File: config.mk
export PLATFORM = sky130hd
export DESIGN_NAME = hbridge_commutator
export DESIGN_NICKNAME = d
export VERILOG_FILES = /design/src/rtl/hb_pkg.sv /design/src/rtl/hb_edge_sync.sv /design/src/rtl/hb_commutation_fsm.sv /design/src/rtl/hb_gate_decode.sv /design/src/rtl/hbridge_commutator.sv
export SDC_FILE = /design/constraint.sdc
export NUM_CORES = 1
export LEC_CHECK = 0
export BUFFER_PORTS_ARGS = -buffer_cell sky130_fd_sc_hd__buf_2
export CAP_MARGIN = 20
export CORE_AREA = 2 2 39 41
export CTS_BUF_LIST = sky130_fd_sc_hd__clkbuf_4
export DETAILED_ROUTE_END_ITERATION = 10
export DIE_AREA = 0 0 41 43
export HOLD_SLACK_MARGIN = 0.03
export PLACE_DENSITY = 0.78
export SLEW_MARGIN = 20
export SYNTH_ARGS = -nofsm -noshare
export SYNTH_HDL_FRONTEND = slang
export SYNTH_SLANG_ARGS = --single-unit
File: constraint.sdc
create_clock -name clk -period 1.5 [get_ports clk]
set_input_delay 0.075 -clock clk [delete_from_list [all_inputs] [get_ports clk]]
set_output_delay 0.075 -clock clk [all_outputs]
set_load 0.03 [all_outputs]
File: src/rtl/hb_pkg.sv
package hb_pkg;

  typedef enum logic [1:0] {
    ST_START = 2'd0,
    ST_OFF   = 2'd1,
    ST_DEAD  = 2'd2,
    ST_ON    = 2'd3
  } hb_state_t;

  typedef enum logic {
    DIAG_A = 1'b0,
    DIAG_B = 1'b1
  } hb_diag_t;

  typedef struct packed {
    logic hl;
    logic hr;
    logic ll;
    logic lr;
  } hb_gates_t;

  // Follow mode: a high drive level selects diagonal A.
  function automatic hb_diag_t diag_from_level(input logic lvl);
    return lvl ? DIAG_A : DIAG_B;
  endfunction

  function automatic hb_diag_t diag_flip(input hb_diag_t d);
    return (d == DIAG_A) ? DIAG_B : DIAG_A;
  endfunction

  // Gate decode: the disable wins, then the charging pattern, then the diagonal.
  function automatic hb_gates_t gate_pattern(input hb_state_t st, input hb_diag_t d,
                                             input logic off);
    hb_gates_t g;
    g = '0;
    if (!off) begin
      if (st == ST_START) begin
        g.ll = 1'b1;
        g.lr = 1'b1;
      end else if (st == ST_ON) begin
        if (d == DIAG_A) begin
          g.hl = 1'b1;
          g.lr = 1'b1;
        end else begin
          g.hr = 1'b1;
          g.ll = 1'b1;
        end
      end
    end
    return g;
  endfunction

endpackage

File: src/rtl/hb_edge_sync.sv
module hb_edge_sync #(
  parameter int WIDTH  = 2,
  parameter int STAGES = 2
) (
  input  logic             clk,
  input  logic             rst_n,
  input  logic [WIDTH-1:0] din,
  output logic [WIDTH-1:0] level,
  output logic [WIDTH-1:0] fall
);

  localparam int LAST = STAGES - 1;

  for (genvar i = 0; i < WIDTH; i++) begin : g_bit
    logic [STAGES-1:0] chain;
    logic              prev;

    always_ff @(posedge clk) begin
      if (!rst_n) begin
        chain <= '0;
        prev  <= 1'b0;
      end else begin
        chain <= {chain[STAGES-2:0], din[i]};
        prev  <= chain[LAST];
      end
    end

    assign level[i] = chain[LAST];
    assign fall[i]  = prev & ~chain[LAST];
  end

endmodule

File: src/rtl/hb_commutation_fsm.sv
module hb_commutation_fsm
  import hb_pkg::*;
#(
  parameter int DEAD_CYCLES = 2
) (
  input  logic      clk,
  input  logic      rst_n,
  input  logic      supply_release,
  input  logic      supply_reset,
  input  logic      off_req,
  input  logic      div_en,
  input  logic      edge_evt,
  input  hb_diag_t  level_diag,
  output hb_state_t state,
  output hb_diag_t  diag,
  output logic      fresh
);

  localparam int CW = (DEAD_CYCLES > 1) ? $clog2(DEAD_CYCLES) : 1;
  localparam logic [CW-1:0] CNT_LAST = CW'(DEAD_CYCLES - 1);

  logic [CW-1:0] cnt;
  hb_diag_t      nxt;
  logic          pend;
  logic          dead_done;
  logic          div_edge;

  assign dead_done = (state == ST_DEAD) && (cnt == CNT_LAST);
  assign div_edge  = div_en && edge_evt;

  always_ff @(posedge clk) begin
    if (!rst_n || supply_reset) begin
      state <= ST_START;
      diag  <= DIAG_A;
      nxt   <= DIAG_A;
      cnt   <= '0;
      pend  <= 1'b0;
      fresh <= 1'b1;
    end else begin
      unique case (state)
        ST_START, ST_OFF: begin
          if ((state == ST_OFF || supply_release) && !off_req) begin
            state <= ST_DEAD;
            cnt   <= '0;
            nxt   <= DIAG_A;
            pend  <= 1'b0;
            fresh <= 1'b1;
          end else if (state == ST_START && supply_release) begin
            state <= ST_OFF;
          end
        end
        ST_DEAD: begin
          if (off_req) begin
            state <= ST_OFF;
            pend  <= 1'b0;
          end else begin
            if (div_edge) pend <= 1'b1;
            if (dead_done) begin
              state <= ST_ON;
              diag  <= div_en ? nxt : level_diag;
              fresh <= 1'b0;
            end else begin
              cnt <= cnt + CW'(1);
            end
          end
        end
        ST_ON: begin
          if (off_req) begin
            state <= ST_OFF;
            pend  <= 1'b0;
          end else if (div_en ? (div_edge || pend) : (level_diag != diag)) begin
            state <= ST_DEAD;
            cnt   <= '0;
            nxt   <= diag_flip(diag);
            pend  <= 1'b0;
          end
        end
        default: state <= ST_START;
      endcase
    end
  end

endmodule

File: src/rtl/hb_gate_decode.sv
module hb_gate_decode
  import hb_pkg::*;
(
  input  hb_state_t state,
  input  hb_diag_t  diag,
  input  logic      off_req,
  output logic      hl,
  output logic      hr,
  output logic      ll,
  output logic      lr
);

  hb_gates_t g;

  assign g  = gate_pattern(state, diag, off_req);
  assign hl = g.hl;
  assign hr = g.hr;
  assign ll = g.ll;
  assign lr = g.lr;

endmodule

File: src/rtl/hbridge_commutator.sv
module hbridge_commutator
  import hb_pkg::*;
#(
  parameter int DEAD_CYCLES = 2,
  parameter int SYNC_STAGES = 2
) (
  input  logic clk,
  input  logic rst_n,
  input  logic supply_release,
  input  logic supply_reset,
  input  logic bridge_off,
  input  logic div_bypass,
  input  logic osc_sel,
  input  logic osc_int,
  input  logic ext_drive,
  output logic gate_hl,
  output logic gate_hr,
  output logic gate_ll,
  output logic gate_lr
);

  localparam int SRC_INT = 0;
  localparam int SRC_EXT = 1;
  localparam int N_SRC   = 2;

  logic             dis_q;
  logic [N_SRC-1:0] src_level;
  logic [N_SRC-1:0] src_fall;
  logic             sel_fall;
  logic             div_en;
  hb_diag_t         level_diag;
  hb_state_t        fsm_state;
  hb_diag_t         fsm_diag;
  logic             fsm_fresh;

  always_ff @(posedge clk) begin
    if (!rst_n) dis_q <= 1'b0;
    else        dis_q <= bridge_off;
  end

  hb_edge_sync #(.WIDTH(N_SRC), .STAGES(SYNC_STAGES)) u_sync (
    .clk   (clk),
    .rst_n (rst_n),
    .din   ({ext_drive, osc_int}),
    .level (src_level),
    .fall  (src_fall)
  );

  assign sel_fall   = osc_sel ? src_fall[SRC_EXT] : src_fall[SRC_INT];
  assign div_en     = ~div_bypass;
  assign level_diag = diag_from_level(src_level[SRC_EXT]);

  hb_commutation_fsm #(.DEAD_CYCLES(DEAD_CYCLES)) u_fsm (
    .clk            (clk),
    .rst_n          (rst_n),
    .supply_release (supply_release),
    .supply_reset   (supply_reset),
    .off_req        (dis_q),
    .div_en         (div_en),
    .edge_evt       (sel_fall),
    .level_diag     (level_diag),
    .state          (fsm_state),
    .diag           (fsm_diag),
    .fresh          (fsm_fresh)
  );

  hb_gate_decode u_dec (
    .state   (fsm_state),
    .diag    (fsm_diag),
    .off_req (dis_q),
    .hl      (gate_hl),
    .hr      (gate_hr),
    .ll      (gate_ll),
    .lr      (gate_lr)
  );

endmodule

# Word-level counts from Yosys, hierarchy flattened
# Index checks and enable logic that the tools add are counted.
dict set report classes {
  addsub 1
  n_mul 0
  div 0
  n_lt_le_gt_ge 0
  eq_ne 13
  shift 0
  mux 30
  n_bitwise 6
  reduce_logical 17
}
# operator count
set ops {}
lappend ops {{$mux W2} 9}
lappend ops {{$mux W1} 15}
lappend ops {{$reduce_and A3 Y1} 3}
lappend ops {{$mux W4} 2}
lappend ops {{$ne A2 B2 Y1 const B} 4}
lappend ops {{$ne A3 B2 Y1 const B} 2}
lappend ops {{$pmux W1 S3} 2}
lappend ops {{$pmux W2 S3} 1}
lappend ops {{$reduce_and A5 Y1} 1}
lappend ops {{$eq A2 B2 Y1 const B} 2}
lappend ops {{$logic_and A1 B1 Y1} 4}
lappend ops {{$not A1 Y1} 4}
lappend ops {{$reduce_and A4 Y1} 1}
lappend ops {{$logic_or A1 B1 Y1} 3}
lappend ops {{$ne A3 B1 Y1 const B} 1}
lappend ops {{$ne A3 B3 Y1 const B} 1}
lappend ops {{$and A1 B1 Y1} 2}
lappend ops {{$eq A2 B1 Y1 const B} 1}
lappend ops {{$logic_not A1 Y1} 2}
lappend ops {{$logic_not A2 Y1} 1}
lappend ops {{$ne A2 B1 Y1 const B} 1}
lappend ops {{$pmux W1 S2} 1}
lappend ops {{$reduce_bool A2 Y1} 1}
lappend ops {{$reduce_or A2 Y1} 1}
lappend ops {{other kinds (2)} 2}
dict set report word_totals {
  ff_bits 13
  latchBits 0
  ram_bits 0
  mem_bits_ro 0
  input_bits 9
  output_inout_bits 4
  word_cells 77
  n_memories 0
}

# Logic depth before layout (Yosys ltp)
# Gate-level depths: netlist of run 1.
dict set report logic_depth {
  depth_word 9
  depth_mapped 5
  depth_no_buf 4
}

# By module
# Synthesis of run 1 repeated with hierarchy kept, for this count alone.
dict set report unflattened {
  cells_unflattened 85
  hier_area_um2 713.2
}
# module instances cells_each area_each_um2
set by_module_without_submodules {}
lappend by_module_without_submodules {hb_commutation_fsm 1 57 441.7}
lappend by_module_without_submodules {hb_edge_sync 1 16 185.2}
lappend by_module_without_submodules {hbridge_commutator 1 5 48.8}
lappend by_module_without_submodules {hb_gate_decode 1 7 37.5}

# Worst setup path before layout of run 1
# OpenSTA, ideal clock, no wires.
dict set report synth_path {
  path_kind {register to output}
  from {register u_fsm.state[1]}
  to {output gate_hr}
  arrival_time_ns 1.516
  required_time_ns 1.425
  slack_ns -0.091
  stages_incl_launch_ff 4
  n_path_buf 1
  path_cell_list {dfxtp_1 clkbuf_1 nand2_1 nor3b_1}
}
dict set report synth_between {
  elab_chain_len 4
}
# item line_no
set synth_lines {}
lappend synth_lines {{start: declaration} hb_commutation_fsm.sv:14} ;# output hb_state_t state,
lappend synth_lines {{start signal: assignment} hb_commutation_fsm.sv:33} ;# state <= ST_START;
lappend synth_lines {{start signal: assignment} hb_commutation_fsm.sv:43} ;# state <= ST_DEAD;
lappend synth_lines {{start signal: assignment} hb_commutation_fsm.sv:49} ;# state <= ST_OFF;
lappend synth_lines {{$eq A2 B2 Y1} hb_pkg.sv:40} ;# end else if (st == ST_ON) begin
lappend synth_lines {{$mux W4} hb_pkg.sv:40}
lappend synth_lines {{$mux W2 (*)} hb_pkg.sv:37} ;# if (st == ST_START) begin
lappend synth_lines {{$mux W4 (*)} hb_pkg.sv:36} ;# if (!off) begin
lappend synth_lines {{end: declaration} hbridge_commutator.sv:17} ;# output logic gate_hr,
# Every way passes the cells marked *; elsewhere a longest branch is shown, timed or not.

# Worst setup path in the final report of run 1
dict set report layout_path {
  from {register u_fsm.state[0]}
  to {output gate_lr}
}
dict set report layout_between {
  elab_chain_len 4
}
# item line_no
set layout_lines {}
lappend layout_lines {{$eq A2 B2 Y1} hb_pkg.sv:40}
lappend layout_lines {{$mux W4} hb_pkg.sv:40}
lappend layout_lines {{$mux W2 (*)} hb_pkg.sv:37}
lappend layout_lines {{$mux W4 (*)} hb_pkg.sv:36}
lappend layout_lines {{end: declaration} hbridge_commutator.sv:19} ;# output logic gate_lr
# Marks and branches as above.

==> key figures, run 1 <==
Logic synthesis
  – Mapped Avg Cell Area: approximately 9 µm²
  – Top post-synthesis cells by area: dfxtp_1 42%, and2_1 6.0%, nor2_1 4.8%, a2111oi_4 4.4%, a21oi_1 4.0%
  – Sequential share of the synthesized area: between 40% and 50%
  – Post-synth EDFFs: 0
  – Leading area contributor after synthesis: dfxtp_1
  – Syn nets: 77
  – FFs w/ async S/R, synth: 0%
  – Mapped cell area: roughly 630 µm²
  – YS warnings: 0
  – Yosys top cell area share: around two fifths
  – Cells after Synth: 68
  – Unique cell type count in the Yosys netlist: 28
  – Top_reg_cell synth: dfxtp_1
  – Seq cells post-synth: 13

Drt
  – Pre-antenna DRT Iters: 4
  – Via Count: about 530
  – Drt total wl: ~1200 µm
  – Post-DR wirelength/cell: about 12 µm
  – Via density: a little over 5
  – Post-route ant nets: 0
  – DRC Markers: 0
  – Drt initial violations: 10

GRT
  – GRT Util Overall: about 17%
  – Number of global-route vias before repair: 490
  – Initial antenna violation count: 0
  – Largest net degree at the start of global routing: 13
  – Total grt overflow: 0
  – First-pass GRT wire length: between 1500 and 2000 µm

Critical path
  – CP peak stage delay: 370 ps
  – Crit Path Class: register to output pin
  – CP Cell Sequence: or2_2, o21a_1, nor2_1, clkbuf_4
  – CP endpoint kind: output pin
  – CP startpoint kind: register
  – Critical path peak fanout: 6
  – Data arrival, critical path: about 1400 ps
  – Critical Path Slowest Stage Cell: dfxtp_1
  – Worst Path Required: between 1000 and 1500 ps

Clocking
  – Clock transition at path regs: around 80 ps
  – H-tree depth: 1
  – Clock buffer depth: 2
  – CTS tree: yes
  – Clk_lat worst skew: ~280 ps
  – Root buf cell: clkbuf_4
  – Postcts setup bufs: 0
  – Clk sink count: 13
  – CTS Buf Count: 3

Layout
  – NumNets Final: between 90 and 100
  – Fraction of layout cells with a size suffix above 1: between 30% and 40%
  – Area Overhead vs Synth: 25.35%
  – Most frequent cells in the layout: 12 x dfxtp_1, 11 x buf_2, 8 x nor2_1
  – # diodes: 0
  – Commonest non-fill, non-tap cell in the layout: dfxtp_1

Timing
  – Total count of max-transition violations in the final report: 0
  – Slew HR: a little over two thirds
  – Hold Fails Final Rpt: 0
  – Final setup violation count: 0
  – Final period util: between 90% and 100%
  – F_max: ~700 MHz
  – Clk_skew: between 0.6 and 0.7 ps
  – Slew of the pin with the lowest slew margin: 458.2 ps
  – Unrepaired setup endpoints after global routing: no
  – Setup TNS: 0 ps
  – Fin crit period: approximately 1400 ps

Die
  – CORE AREA: 1384 µm²
  – I/O pin cnt: 13
  – Row count: 14
  – Die Area: 1763 µm²
  – Initial Util: between 40% and 50%
  – Die Y: 43 µm
  – Die Wd: between 40 and 50 µm

Power
  – PD cells: about 870 nW/µm²
  – Pwr Total: 684.3 µW
  – Max IR drop VDD: slightly below 0.0005 V
  – Leak pwr: a little over 0.0003 µW

Placement
  – Post-DP HPWL: 830.4 µm
  – GPL Wtd Cong: around 0.81
  – Port bufs: 12

Run
  – Maximum Capacitance Violations: 0

Worst hold path
  – Worst hold-check path type: input pin to register

Run status
  – Status: completed
synthesized netlist by cell type, types with 2 or more instances:
cell type,count
dfxtp_1,13
nor2_1,8
and2_1,6
a21oi_1,5
clkbuf_1,4
nand2_1,4
nor3b_1,3
nand3_1,2
nand3b_1,2
nor3_1,2
or2_2,2
final timing paths:
check	startpoint	end	slack, ps	cells past startpoint
worst min-delay path	supply_reset	u_fsm.state[0]$_SDFFE_PP0P_	90	3
worst max register to register	u_sync.g_bit[0].chain[1]$_SDFF_PN0_	u_fsm.pend$_SDFFE_PP0P_	80	4
worst max-delay path	u_fsm.state[0]$_SDFFE_PP0P_	gate_lr	70	4
worst min register to register	u_sync.g_bit[0].chain[0]$_SDFF_PN0_	u_sync.g_bit[0].chain[1]$_SDFF_PN0_	440	1
worst max-delay path, delay by kind of cell (launching register included):
family / cells / cell delay [ps]
and+or+nand+nor: 2 / 400
buffers and inverters: 1 / 200
DFF: 1 / 370
AOI/OAI and AO/OA: 1 / 110
report_power, final:
part / switching [µW] / total, µW / internal, µW
Clock: 117 / 216 / 98.9
Sequential: 13.1 / 369 / 356
Combinational: 51.4 / 99.4 / 48.0
Total: 181 / 684 / 503
registers in the layout, indices dropped and copies added (netlist names):
| name | flops |
|---|---|
| dis_q | 1 |
| u_fsm.cnt | 1 |
| u_fsm.diag | 1 |
| u_fsm.nxt | 1 |
| u_fsm.pend | 1 |
| u_fsm.state | 2 |
| u_sync.g_bit.chain | 4 |
| u_sync.g_bit.prev | 2 |
per-layer routing:
metal	vias to the layer above	track usage, %	wire length, µm
li1	277	-	-
met5	-	0	0
met1	238	21.24	561
met2	10	25.00	628
met4	0	12.00	14
met3	2	1.571	23
repair_timing:
item	CTS	global route
hold buffers	3	0
gates resized for setup	0	2
endpoints found under the setup margin	0	3
hold endpoints to repair	3	0
cell type report:
class,instances,area [µm²]
fill,128,598.1
sequential,13,261.5
clock inverter,1,5.005
clock buffer,3,22.52
timing repair buffer,18,115.1
multi-input combinational,51,361.6
tap,16,20.02
per-stage QoR:
step	std cells	area [µm²]	setup WS, ps	util [%]	hold slack [ps]
2_1_floorplan	68	636.9	46.05	-	196.7
3_3_place_gp	95	724.4	87.12	52.35	280.8
3_5_place_dp	95	724.4	36.16	52.35	283.1
4_1_cts	102	782.0	19.82	56.51	72.82
5_1_grt	102	785.8	1.446	56.78	86.75
6_report	102	785.8	73.08	56.78	92.89
cell families (layout without fill, tap and decap cells):
group           count (synthesis)  after routing  share of synthesized area, %
compound gates                 16             16                         23.56
flops                          13             13                         41.52
buf+inv                         4             22                         2.395
simple gates                   34             34                         31.14
xor+xnor                        1              1                         1.397
No activity file was read; power rests on OpenSTA's default activity.
==> inputs of run 2 (changes only) <==
--- a/config.mk
+++ b/config.mk
@@ -12,7 +12,9 @@
 export DETAILED_ROUTE_END_ITERATION = 10
 export DIE_AREA = 0 0 41 43
 export HOLD_SLACK_MARGIN = 0.03
+export MAX_ROUTING_LAYER = met4
 export PLACE_DENSITY = 0.78
+export RECOVER_POWER = 25
 export SLEW_MARGIN = 20
 export SYNTH_ARGS = -nofsm -noshare
 export SYNTH_HDL_FRONTEND = slang
==> run 2 against run 1 <==
Maximum frequency is essentially flat. First-iteration DRC count grew 10%. Critical path depth is the same. Utilization is the same. Wire length grew 0.16%. Clock power is essentially flat. Flip-flop and latch count is the same. Via count is the same. Non-clock buffer count is the same. Sequential share of layout area is the same. Total power is essentially flat. Largest power group unchanged.
==> key figures, run 2 (synthesized netlist as in run 1, its figures left out) <==
Drt
  – Max layer used: met4
  – DRC Markers: 0
  – Via Count: ~530
  – Met2 WL: 630 µm
  – Met1 Routed Length: ~560 µm
  – Via density: 5.167
  – Drt total wl: around 1200 µm
  – Drt initial violations: 11
  – Pre-antenna DRT Iters: 4
  – Post-DR wirelength/cell: around 12 µm
  – Post-route ant nets: 0
  – Metal3 WL: between 20 and 25 µm

Die
  – Die Area: ~1800 µm²
  – CORE AREA: ~1400 µm²
  – Die Y: approximately 43 µm
  – Initial Util: a little under half
  – Row count: 14
  – Die Wd: 41 µm
  – I/O pin cnt: 13

Critical path
  – CP startpoint kind: register
  – FF-to-FF path depth: 4
  – Critical path peak fanout: 6
  – Critical Path Slowest Stage Cell: dfxtp_1
  – Crit Path Class: register to output pin
  – Reg2reg end: u_fsm.pend$_SDFFE_PP0P_
  – WP buf/inv: 1
  – R2R Setup Slk: roughly 80 ps
  – CP endpoint kind: output pin
  – Data arrival, critical path: 1350 ps
  – Delay-heaviest family, CP: simple AND/OR/NAND/NOR gates
  – Worst Path Required: 1420 ps
  – FF-to-FF Start: u_sync.g_bit[0].chain[1]$_SDFF_PN0_
  – CP peak stage delay: approximately 370 ps
  – CP Cell Sequence: or2_2, o21a_1, nor2_1, clkbuf_4

Clocking
  – Clk sink count: 13
  – Clock buffer depth: 2
  – H-tree depth: 1
  – Clock transition at path regs: 80 ps
  – CTS tree: yes
  – Postcts setup bufs: 0
  – CTS Buf Count: 3
  – Clk_lat worst skew: roughly 280 ps
  – Root buf cell: clkbuf_4

Run status
  – Status: completed

Timing
  – Total count of max-transition violations in the final report: 0
  – Slew of the pin with the lowest slew margin: between 400 and 500 ps
  – Slew HR: roughly 69%
  – Fin crit period: about 1400 ps
  – F_max: about 700 MHz
  – Hold Fails Final Rpt: 0
  – Clk_skew: 0.7220 ps
  – Final WS setup: around 73 ps
  – Final period util: between 90% and 100%
  – Setup TNS: 0 ps
  – Unrepaired setup endpoints after global routing: no
  – Final setup violation count: 0

Layout
  – Area Overhead vs Synth: 25.35%
  – Commonest non-fill, non-tap cell in the layout: dfxtp_1
  – Finished Layout Cells: 102
  – Reg with most FFs: u_sync.g_bit.chain
  – Biggest regs: u_sync.g_bit.chain (4), u_fsm.state (2), u_sync.g_bit.prev (2)
  – Max reg flops: 4
  – # diodes: 0
  – Most frequent cells in the layout: 12 x dfxtp_1, 11 x buf_2, 8 x nor2_1
  – Fraction of layout cells with a size suffix above 1: a little over a third
  – NumNets Final: between 90 and 100

GRT
  – Largest net degree at the start of global routing: 13
  – Number of global-route vias before repair: approximately 500
  – Initial antenna violation count: 0
  – GRT Util Overall: between 10% and 20%
  – First-pass GRT wire length: a little under 2000 µm
  – Total grt overflow: 0

Power
  – Pwr Total: between 600 and 700 µW
  – Clock power share: 31.5%
  – PD cells: 870.7 nW/µm²
  – Leak pwr: just over 0.0003 µW
  – Seq pwr share: 54.0%
  – Logic gate share of total power: approximately 14%
  – Max IR drop VDD: approximately 0.0005 V
  – Pint: between 500 and 600 µW
  – NetSw: around 180 µW
  – Switching share of power: between 20% and 30%

Worst hold path
  – Min-delay src: supply_reset
  – Worst hold-check path type: input pin to register
  – Hold Crit Depth: 3
  – WHS Endpoint: u_fsm.state[0]$_SDFFE_PP0P_

Placement
  – GPL Wtd Cong: about 0.82
  – Place WS: 36.16 ps
  – # placed instances: 95
  – Post-DP HPWL: between 800 and 900 µm
  – Port bufs: 12

Run
  – Maximum Capacitance Violations: 0
==> run 2: changes by cell type in the layout (fill, tap and decap cells not counted) <==
cell,delta
and2_0,+2
and2_1,-2
==> run 2: worst min-delay path, stage by stage <==
cell and delay, ps:
buf_2 90, nor2b_1 50, o221a_2 110
==> run 2: timing repair <==
action,4_1_cts,5_1_grt
hold buffers,3,0
gates resized for setup,0,2
setup endpoints to repair,0,3
endpoints found under the hold margin,3,0
==> run 2: power by group through the flow <==
stage | registers, µW | logic, µW | clock network (µW)
global placement | 377 | 89.9 | 0
global route | 371 | 108 | 245
CTS | 369 | 97.7 | 229
floorplan | 369 | 64.3 | 0
detailed placement | 377 | 91.4 | 0
finish | 369 | 99.3 | 216
==> run 2: worst max path at each step <==
stage / from / endpoint / slack, ps / cells past startpoint
floorplan: u_fsm.state[1]$_SDFFE_PP0P_ / gate_lr / 50 / 4
global placement: u_sync.g_bit[0].chain[1]$_SDFF_PN0_ / u_fsm.pend$_SDFFE_PP0P_ / 90 / 4
detailed placement: u_sync.g_bit[0].chain[1]$_SDFF_PN0_ / u_fsm.pend$_SDFFE_PP0P_ / 40 / 4
CTS: u_sync.g_bit[0].chain[1]$_SDFF_PN0_ / u_fsm.pend$_SDFFE_PP0P_ / 20 / 4
global route: u_fsm.state[0]$_SDFFE_PP0P_ / gate_lr / 1 / 4
finish: u_fsm.state[0]$_SDFFE_PP0P_ / gate_lr / 70 / 4
==> run 2: layout make-up <==
class	instances	area, µm²
Clock buffer	3	22.52
Sequential cell	13	261.5
Clock inverter	1	5.005
Fill cell	128	598.1
Timing Repair Buffer	18	115.1
Tap cell	16	20.02
Multi-Input combinational cell	51	361.6
==> run 2: through the flow <==
stage | cell area [µm²] | util, % | hold slack (ps)
final | 785.8 | 56.78 | 92.41
after global routing | 785.8 | 56.78 | 86.75
after CTS | 782.0 | 56.51 | 72.82
after detailed placement | 724.4 | 52.35 | 283.1
after global placement | 724.4 | 52.35 | 280.8
after floorplan | 636.9 | - | 196.7
==> run 2: routing by layer <==
layer / global-route usage, % / up-vias
li1: - / 277
met1: 21.24 / 238
met2: 25.00 / 10
met3: 1.571 / 2
met4: 12.00 / 0
met5: - / -
